File: src/rtl/sq5_pkg.sv
package sq5_pkg;
  localparam int unsigned CODE_W = 3;
  localparam int unsigned LOOP_LEN = 5;
  typedef logic [CODE_W-1:0] code_t;

  // Legal loop, in visiting order
  localparam code_t C_A = 3'b000;
  localparam code_t C_B = 3'b010;
  localparam code_t C_C = 3'b011;
  localparam code_t C_D = 3'b101;
  localparam code_t C_E = 3'b110;
  // Codes outside the loop
  localparam code_t X_1 = 3'b001;
  localparam code_t X_4 = 3'b100;
  localparam code_t X_7 = 3'b111;

  localparam code_t RESET_CODE = C_A;

  function automatic logic on_loop(code_t c);
    return (c == C_A) || (c == C_B) || (c == C_C) || (c == C_D) || (c == C_E);
  endfunction
endpackage

File: src/rtl/sq5_next.sv
module sq5_next
  import sq5_pkg::*;
(
  input  code_t cur,
  output code_t nxt
);
  // D inputs taken straight from the transition table, illegal codes included
  always_comb begin
    unique case (cur)
      C_A:     nxt = C_B;
      C_B:     nxt = C_C;
      C_C:     nxt = C_D;
      C_D:     nxt = C_E;
      C_E:     nxt = C_A;
      X_1:     nxt = C_B;
      X_4:     nxt = C_D;
      X_7:     nxt = C_A;
      default: nxt = RESET_CODE;
    endcase
  end
endmodule

File: src/rtl/sq5_state_reg.sv
module sq5_state_reg
  import sq5_pkg::*;
#(
  parameter code_t INIT = RESET_CODE
) (
  input  logic  clk,
  input  logic  rst,
  input  logic  force_en,
  input  code_t force_val,
  input  code_t d_next,
  output code_t q
);
  always_ff @(posedge clk) begin
    if (rst)           q <= INIT;
    else if (force_en) q <= force_val;
    else               q <= d_next;
  end
endmodule

File: src/rtl/sq5_counter.sv
module sq5_counter
  import sq5_pkg::*;
(
  input  logic              clk,
  input  logic              rst,
  input  logic              tst_load,
  input  logic [CODE_W-1:0] tst_code,
  output logic [CODE_W-1:0] count
);
  code_t state_q;
  code_t state_d;

  sq5_next u_next (
    .cur (state_q),
    .nxt (state_d)
  );

  sq5_state_reg #(.INIT(RESET_CODE)) u_reg (
    .clk       (clk),
    .rst       (rst),
    .force_en  (tst_load),
    .force_val (tst_code),
    .d_next    (state_d),
    .q         (state_q)
  );

  assign count = state_q;

  // Becomes 1 after the first edge, so that $past never reads pre-clock values
  logic armed;
  always_ff @(posedge clk) armed <= 1'b1;

  p_reset_zero_r1: assert property (@(posedge clk)
    armed && $past(rst) |-> count == C_A);

  p_step_a_b_r2: assert property (@(posedge clk) disable iff (rst)
    armed && $past(!rst && !tst_load && count == C_A) |-> count == C_B);

  p_step_d_e_r2: assert property (@(posedge clk) disable iff (rst)
    armed && $past(!rst && !tst_load && count == C_D) |-> count == C_E);

  p_wrap_e_a_r2: assert property (@(posedge clk) disable iff (rst)
    armed && $past(!rst && !tst_load && count == C_E) |-> count == C_A);

  p_fix_001_r3: assert property (@(posedge clk) disable iff (rst)
    armed && $past(!rst && !tst_load && count == X_1) |-> count == C_B);

  p_fix_100_r4: assert property (@(posedge clk) disable iff (rst)
    armed && $past(!rst && !tst_load && count == X_4) |-> count == C_D);

  p_fix_111_r5: assert property (@(posedge clk) disable iff (rst)
    armed && $past(!rst && !tst_load && count == X_7) |-> count == C_A);

  p_force_r6: assert property (@(posedge clk) disable iff (rst)
    armed && $past(!rst && tst_load) |-> count == $past(tst_code));

  p_on_loop_r7: assert property (@(posedge clk) disable iff (rst)
    armed && $past(!rst && !tst_load) |-> on_loop(count));
endmodule

File: config.mk
export PLATFORM = sky130hd
export DESIGN_NAME = sq5_counter
export DESIGN_NICKNAME = d
export VERILOG_FILES = /design/src/rtl/sq5_pkg.sv /design/src/rtl/sq5_next.sv /design/src/rtl/sq5_state_reg.sv /design/src/rtl/sq5_counter.sv
export SDC_FILE = /design/constraint.sdc
export NUM_CORES = 1
export LEC_CHECK = 0
export BUFFER_PORTS_ARGS = -buffer_cell sky130_fd_sc_hd__buf_2
export CORE_AREA = 3 3 40 42
export DETAILED_ROUTE_END_ITERATION = 8
export DIE_AREA = 0 0 43 45
export GPL_TIMING_DRIVEN = 0
export SYNTH_ARGS = -nofsm -noshare
export SYNTH_HDL_FRONTEND = slang
export SYNTH_SLANG_ARGS = --single-unit
File: constraint.sdc
create_clock -name clk -period 3.35 [get_ports clk]
set_clock_uncertainty 0.2 [all_clocks]
set_input_delay 0.1675 -clock clk [delete_from_list [all_inputs] [get_ports clk]]
set_output_delay 0.1675 -clock clk [all_outputs]
set_load 0.01 [all_outputs]
==> results of run 1 <==
==> metal layers <==
metal | vias up | global-route usage (%)
li1 | 105 | -
met1 | 80 | 8.50
met2 | 9 | 6.59
met3 | 2 | 2.39
met4 | 0 | 7.23
met5 | - | 0
==> logic make-up after synthesis <==
| group | share of synthesized area, % |
|---|---|
| buffers and inverters | 9.09 |
| AO/OA/AOI/OAI | 12.1 |
| AND/OR/NAND/NOR | 12.1 |
| multiplexers | 18.2 |
| flip-flops | 48.5 |
==> cell type report <==
class	count	area (µm²)
buffer	1	11.3
clock buffer	3	22.5
fill	137	951
inverter	3	11.3
multi-input combinational	14	105
sequential	6	120
tap	15	18.8
timing repair buffer	8	45.0
==> cell usage after synthesis <==
cell type  instances
dfxtp_1            6
nor2_1             4
mux2i_1            3
inv_1              2
a21boi_0           1
a31oi_1            1
a32o_1             1
buf_6              1
inv_2              1
mux2_4             1
nor4b_1            1
o22ai_1            1
or2_1              1
==> stage by stage <==
step / power, mW / utilization (%) / worst slack, ns / cell area, µm² / hold slack, ns
floorplan: 0.0980 / - / 2.06 / 248 / 0.0485
global placement: 0.106 / 23.5 / 2.03 / 302 / 0.221
detailed placement: 0.106 / 23.5 / 2.02 / 302 / 0.206
CTS: 0.174 / 26.0 / 1.82 / 334 / 0.0492
global route: 0.180 / 26.0 / 1.75 / 334 / 0.103
finish: 0.170 / 26.0 / 1.81 / 334 / 0.0482
==> flip-flops by register name, indices dropped and copies added (netlist names) <==
signal / flops
u_reg.q: 3
u_next.nxt: 3
==> layout by cell type, fill, tap and decap left out, types with 2 or more instances in the layout <==
cell      count
buf_2         7
clkbuf_4      3
dfxtp_1       6
inv_1         2
mux2i_1       3
nor2_1        4
==> path summary, 6_finish.rpt <==
| check | slack [ns] | from | to |
|---|---|---|---|
| worst min-delay path | 0.05 | tst_code[1] | u_next.nxt[0] |
| worst min register to register | 0.34 | u_next.nxt[1] | u_next.nxt[0] |
| worst max register to register | 2.07 | u_next.nxt[1] | u_next.nxt[2] |
| worst max-delay path | 1.81 | rst | u_next.nxt[2] |
==> critical path: stages <==
cell and delay [ns]:
dlygate4sd3_1 0.53, buf_2 0.15, or2_1 0.25, inv_2 0.08
mux2_4 0.29
==> report_power, final <==
group / switching, mW / total (mW) / internal (mW)
registers: 0.00284 / 0.0811 / 0.0783
logic: 0.0118 / 0.0252 / 0.0134
clock network: 0.0234 / 0.0638 / 0.0403
total: 0.0381 / 0.170 / 0.132
==> results.py, run 1 <==
metrics = {
    "outcome": {
        "status": "finished clean",
    },
    "drt": {
        "wl_met2_um": 156,
        "wirelength_um": 474,
        "avgRoutedWirePerCell_um": 9.48,
        "top_layer_used": "met4",
        "viasPerCell": 3.92,
        "drtIter0Drc": 6,
        "drc": 0,
        "ant_nets": 0,
        "wl_met1_um": 262,
        "dr.pass1.iters": 3,
        "met3WireLength_um": 40,
        "via_count": 196,
    },
    "global_route": {
        "grt_pass1_wl_um": 821,
        "grt-ovfl-total": 0,
        "grt_pass1_vias": 205,
        "antenna_found_initial": 0,
        "grt_max_degree": 8,
        "gr-usage-all-layers_pct": 6.26,
    },
    "clock_tree": {
        "numCtsBuffers": 3,
        "clockRootBuffer": "clkbuf_4",
        "clk_pin_slew_ns": 0.04,
        "clk_path_buf_depth": 2,
        "cts_tree": "yes",
        "cts_resized": 0,
        "htree_levels": 1,
        "clock_sinks": 6,
        "postCtsHoldBufs": 1,
        "post_cts_buffers": 0,
        "clk_latency_ns": 0.24,
    },
    "floorplan": {
        "rows": 13,
        "coreArea_um2": 1280,
        "start_util_pct": 19.3,
        "die_w_um": 43,
        "fp.dieArea_um2": 1940,
        "die_h_um": 45,
        "ios": 9,
    },
    "worst_setup_path": {
        "crit_fanout": 5,
        "critPathKind": "in2reg",
        "cp.arrival_ns": 1.47,
        "cp-end-kind": "flop",
        "r2r.worst_path.cells": 4,
        "crit_required_ns": 3.27,
        "startpoint_type": "primary input",
    },
    "synthesis": {
        "yosys_warnings": 0,
        "synth.avg_cell_area_um2": 10.3,
        "synth_area_um2": 248,
        "yosysTopAreaCell": "dfxtp_1",
        "netlist.area_leader.share_pct": 48.5,
        "synth_seq_cells": 6,
        "syn_inst": 24,
        "synth.area.top_cells": "dfxtp_1, mux2i_1, mux2_4, nor2_1, buf_6",
        "seq_area_frac_synth_pct": 48.5,
        "yosysUniqueCellTypes": 13,
        "synth_nets": 30,
    },
    "job": {
        "max_cap_viol_count": 0,
    },
    "timing": {
        "tns_ns": 0,
        "min_period_ns": 1.54,
        "drv_slew": 0,
        "hold_violations": 0,
        "relSlewSlack_pct": 82.1,
        "setup_viol": 0,
        "rsz0062_at_grt": "no",
        "max_freq_ghz": 0.649,
        "tightest_slew_ns": 0.264,
        "finalCritPeriodShare_pct": 46.0,
    },
    "placement": {
        "io_buffers": 7,
        "hpwlAfterDp_um": 329,
        "dp_cells": 46,
        "gp_congestion": 0.654,
    },
    "pwr": {
        "peakVddDrop_v": 0.000179,
        "powerDensity_nw_per_um2": 509,
        "p_leak_nw": 0.162,
    },
    "cells_and_area": {
        "nNetsFinal": 43,
        "drive_above_1_share_pct": 37.1,
        "antenna_cells": 0,
        "syn_to_final_growth_pct": 34.8,
        "final_cells": 50,
    },
    "worst_hold_path": {
        "hp-class": "in2reg",
        "whs_path_depth": 4,
    },
}
(Power assumes the default switching activity.)
==> run 2, diff against run 1 <==
==> constraint.sdc (replaced) <==
create_clock -name clk -period 1.6 [get_ports clk]
set_clock_uncertainty 0.2 [all_clocks]
set_input_delay 0.08 -clock clk [delete_from_list [all_inputs] [get_ports clk]]
set_output_delay 0.08 -clock clk [all_outputs]
set_load 0.01 [all_outputs]
==> results.py, run 2 (same netlist as run 1, synthesis figures left out) <==
metrics = {
    "placement": {
        "io_buffers": 7,
        "gp_congestion": 0.654,
        "hpwlAfterDp_um": 329,
        "placed_cell_area_um2": 302,
    },
    "floorplan": {
        "fp.dieArea_um2": 1940,
        "start_util_pct": 19.3,
        "coreArea_um2": 1280,
        "die_h_um": 45,
        "rows": 13,
        "ios": 9,
        "die_w_um": 43,
    },
    "timing": {
        "finalCritPeriodShare_pct": 92.4,
        "tns_ns": 0,
        "setup_viol": 0,
        "tightest_slew_ns": 0.264,
        "relSlewSlack_pct": 82.1,
        "drv_slew": 0,
        "max_freq_ghz": 0.676,
        "rsz0062_at_grt": "no",
        "hold_violations": 0,
        "min_period_ns": 1.48,
    },
    "clock_tree": {
        "clock_sinks": 6,
        "cts_tree": "yes",
        "clk_latency_ns": 0.24,
        "numCtsBuffers": 3,
        "post_cts_buffers": 0,
        "cts_resized": 0,
        "clk_pin_slew_ns": 0.04,
        "htree_levels": 1,
        "postCtsHoldBufs": 3,
        "clockRootBuffer": "clkbuf_4",
        "clk_path_buf_depth": 2,
    },
    "worst_hold_path": {
        "hp-class": "in2reg",
        "hold_end": "u_next.nxt[0]",
        "whs_path_depth": 4,
        "hold_start": "tst_load",
    },
    "drt": {
        "dr.pass1.iters": 3,
        "drc": 0,
        "ant_nets": 0,
        "drtIter0Drc": 5,
        "avgRoutedWirePerCell_um": 9.37,
        "viasPerCell": 3.85,
        "via_count": 200,
        "wirelength_um": 487,
    },
    "cells_and_area": {
        "final_cell_mix": "buf_2, dfxtp_1, nor2_1",
        "antenna_cells": 0,
        "final_common_cell": "buf_2",
        "syn_to_final_growth_pct": 42.9,
        "drive_above_1_share_pct": 35.1,
        "fill_cells": 137,
        "fin_area_um2": 354,
        "nNetsFinal": 45,
    },
    "worst_setup_path": {
        "crit_required_ns": 1.58,
        "r2r-end": "u_reg.q[0]",
        "cp-end-kind": "flop",
        "rr_startpoint": "u_next.nxt[0]",
        "critPathKind": "in2reg",
        "cp.arrival_ns": 1.46,
        "r2r_slack_ns": 0.23,
        "startpoint_type": "primary input",
        "crit_fanout": 5,
        "r2r.worst_path.cells": 3,
    },
    "pwr": {
        "peakVddDrop_v": 0.000372,
        "p_leak_nw": 0.172,
        "powerDensity_nw_per_um2": 1020,
    },
    "global_route": {
        "grt_pass1_vias": 210,
        "grt_max_degree": 8,
        "antenna_found_initial": 0,
        "grt_pass1_wl_um": 841,
        "gr-usage-all-layers_pct": 6.43,
        "grt-ovfl-total": 0,
    },
    "outcome": {
        "status": "finished clean",
    },
    "job": {
        "max_cap_viol_count": 0,
    },
}
==> run 2: changes by cell type in the layout (fill, tap and decap cells not counted), sizes merged <==
cell / before / now
dlygate4sd3: 1 / 3
==> run 2: per-stage QoR <==
stage / util, % / std cells / total power, mW / worst slack (ns) / hold slack (ns)
after CTS: 27.6 / 52 / 0.369 / 0.147 / 0.0107
final: 27.6 / 52 / 0.360 / 0.122 / 0.0137
after floorplan: - / 24 / 0.205 / 0.359 / -0.0390
after global placement: 23.5 / 46 / 0.223 / 0.325 / 0.133
after global routing: 27.6 / 52 / 0.383 / 0.0538 / 0.0265
after detailed placement: 23.5 / 46 / 0.223 / 0.324 / 0.118
==> run 2: power by group <==
group | total [mW] | switching (mW) | internal (mW) | leakage [nW]
Combinational | 0.0573 | 0.0255 | 0.0318 | 0.108
Sequential | 0.170 | 0.00593 | 0.164 | 0.0499
Clock | 0.132 | 0.0481 | 0.0844 | 0.0138
==> run 2: layout make-up <==
type / instances / area [µm²] / area share [%]
flip-flops and latches: 6 / 120 / 33.9
multi-input cells: 14 / 105 / 29.7
repair buffers: 10 / 65.1 / 18.4
clock buffers: 3 / 22.5 / 6.36
well taps: 15 / 18.8 / 5.30
plain buffers: 1 / 11.3 / 3.18
inverters: 3 / 11.3 / 3.18
==> run 2: worst max-delay path by stage <==
stage          cells after the start     startpoint             to  slack, ns
6_report                           4            rst     u_reg.q[0]       0.12
5_1_grt                            6    tst_code[1]  u_next.nxt[2]       0.05
4_1_cts                            4            rst     u_reg.q[0]       0.15
3_5_place_dp                       4  u_next.nxt[1]  u_next.nxt[2]       0.32
3_3_place_gp                       4  u_next.nxt[1]  u_next.nxt[2]       0.33
2_1_floorplan                      4  u_next.nxt[1]  u_next.nxt[2]       0.36
==> run 2: critical path, stage by stage <==
cell and delay (ns):
dlygate4sd3_1 0.53, buf_2 0.15, nor2_1 0.13, dlygate4sd3_1 0.56
==> run 2: layer usage <==
| metal | routed length (µm) | GRT usage, % | vias up |
|---|---|---|---|
| li1 | - | - | 109 |
| met1 | 271 | 8.98 | 84 |
| met2 | 175 | 6.59 | 7 |
| met3 | 40 | 2.39 | 0 |
| met4 | 0 | 7.23 | 0 |
| met5 | 0 | 0 | - |
==> run 3, diff against run 2 <==
--- a/config.mk
+++ b/config.mk
@@ -10,6 +10,7 @@
 export DETAILED_ROUTE_END_ITERATION = 8
 export DIE_AREA = 0 0 43 45
 export GPL_TIMING_DRIVEN = 0
+export RECOVER_POWER = 50
 export SYNTH_ARGS = -nofsm -noshare
 export SYNTH_HDL_FRONTEND = slang
 export SYNTH_SLANG_ARGS = --single-unit
==> results.py, run 3 (same netlist as run 1, synthesis figures left out) <==
metrics = {
    "outcome": {
        "status": "finished clean",
    },
    "cells_and_area": {
        "multi_input_area_um2": 105,
        "final_common_cell": "dfxtp_1",
        "fill_cells": 140,
        "final_cells": 52,
        "nNetsFinal": 45,
        "syn_to_final_growth_pct": 41.4,
        "drive_above_1_share_pct": 27.0,
        "final_cell_mix": "dfxtp_1, nor2_1, buf_2",
        "ff_latch_area_um2": 120,
        "utilization_pct": 27.3,
        "antenna_cells": 0,
    },
    "global_route": {
        "grt_pass1_wl_um": 841,
        "gr-usage-all-layers_pct": 6.43,
        "grtUsageMet3_pct": 2.39,
        "met1_usage_pct": 8.98,
        "met2_usage_pct": 6.59,
        "grt_max_degree": 8,
        "antenna_found_initial": 0,
        "grt_pass1_vias": 210,
        "grt-ovfl-total": 0,
        "busiest_layer": "met1",
    },
    "job": {
        "max_cap_viol_count": 0,
    },
    "placement": {
        "io_buffers": 7,
        "dp_cells": 46,
        "hpwlAfterDp_um": 329,
        "gp_congestion": 0.654,
    },
    "drt": {
        "drtIter0Drc": 5,
        "viasPerCell": 3.85,
        "via_count": 200,
        "wirelength_um": 482,
        "ant_nets": 0,
        "avgRoutedWirePerCell_um": 9.27,
        "drc": 0,
        "dr.pass1.iters": 3,
    },
    "clock_tree": {
        "cts_resized": 0,
        "clk_latency_ns": 0.24,
        "htree_levels": 1,
        "clockRootBuffer": "clkbuf_4",
        "clock_sinks": 6,
        "cts_tree": "yes",
        "clk_path_buf_depth": 2,
        "clk_pin_slew_ns": 0.04,
        "numCtsBuffers": 3,
        "post_cts_buffers": 0,
    },
    "timing": {
        "finalCritPeriodShare_pct": 92.4,
        "rsz0062_at_grt": "no",
        "holdWs_ns": 0.0135,
        "tns_ns": 0,
        "setup_viol": 0,
        "max_freq_ghz": 0.676,
        "hold_violations": 0,
        "drv_slew": 0,
        "tightest_slew_ns": 0.264,
        "relSlewSlack_pct": 82.1,
        "min_period_ns": 1.48,
    },
    "pwr": {
        "powerDensity_nw_per_um2": 1020,
        "peakVddDrop_v": 0.000372,
        "p_leak_nw": 0.161,
    },
    "worst_setup_path": {
        "worst_path_largest_cell_delay_ns": 0.56,
        "critical_path.slowest_cell": "dlygate4sd3_1",
        "crit_fanout": 5,
        "crit_required_ns": 1.58,
        "path_cells": "dlygate4sd3_1 -> buf_2 -> nor2_1 -> dlygate4sd3_1",
        "cp.arrival_ns": 1.46,
        "critPathKind": "in2reg",
        "startpoint_type": "primary input",
        "cp.buffers_inverters": 3,
        "cp_top_family": "buffers and inverters",
        "cp-end-kind": "flop",
        "cp_common_cell": "dlygate4sd3_1",
    },
    "floorplan": {
        "fp.dieArea_um2": 1940,
        "coreArea_um2": 1280,
        "die_w_um": 43,
        "start_util_pct": 19.3,
        "rows": 13,
        "ios": 9,
        "die_h_um": 45,
    },
    "worst_hold_path": {
        "hp-class": "in2reg",
    },
}
-- run 3: path summary, 6_finish.rpt --
path | start | slack [ns] | to | depth (start not counted)
max | rst | 0.12 | u_reg.q[0] | 4
min reg2reg | u_next.nxt[1] | 0.34 | u_next.nxt[0] | 3
min | tst_load | 0.01 | u_next.nxt[0] | 4
max reg2reg | u_next.nxt[0] | 0.23 | u_reg.q[0] | 3
-- run 3: routing by layer --
metal | vias up | routed length (µm)
li1 | 109 | -
met1 | 84 | 267
met2 | 7 | 175
met3 | 0 | 39
met4 | 0 | 0
met5 | - | 0
-- run 3: where the power goes --
part           internal [mW]  switching, mW  leakage [nW]
clock network         0.0844         0.0480        0.0138
logic                 0.0303         0.0254        0.0975
registers              0.164        0.00608        0.0499
-- run 3: area by class of cell --
type,instances,area share (%)
clock buffer,3,6.43
tap,15,5.36
sequential,6,34.3
buffer,1,3.21
inverter,3,3.21
multi-input combinational,14,30.0
timing repair buffer,10,17.5
-- run 3: what timing repair did --
item | CTS | global route
hold buffers | 3 | 0
hold endpoints to repair | 4 | 0
setup endpoints to repair | 0 | 0
-- run 3: per-stage QoR --
stage	setup slack, ns	total power, mW	area [µm²]
finish	0.121	0.358	350
global route	0.0538	0.381	350
CTS	0.147	0.369	354
detailed placement	0.324	0.223	302
global placement	0.325	0.223	302
floorplan	0.359	0.205	248
-- run 3: worst register-to-register path, delay by kind of cell (launching register included) --
kind	cells	cell delay, ns
buffers and inverters	1	0.55
flip-flops	1	0.32
multiplexers	1	0.12
AND/OR/NAND/NOR	1	0.07
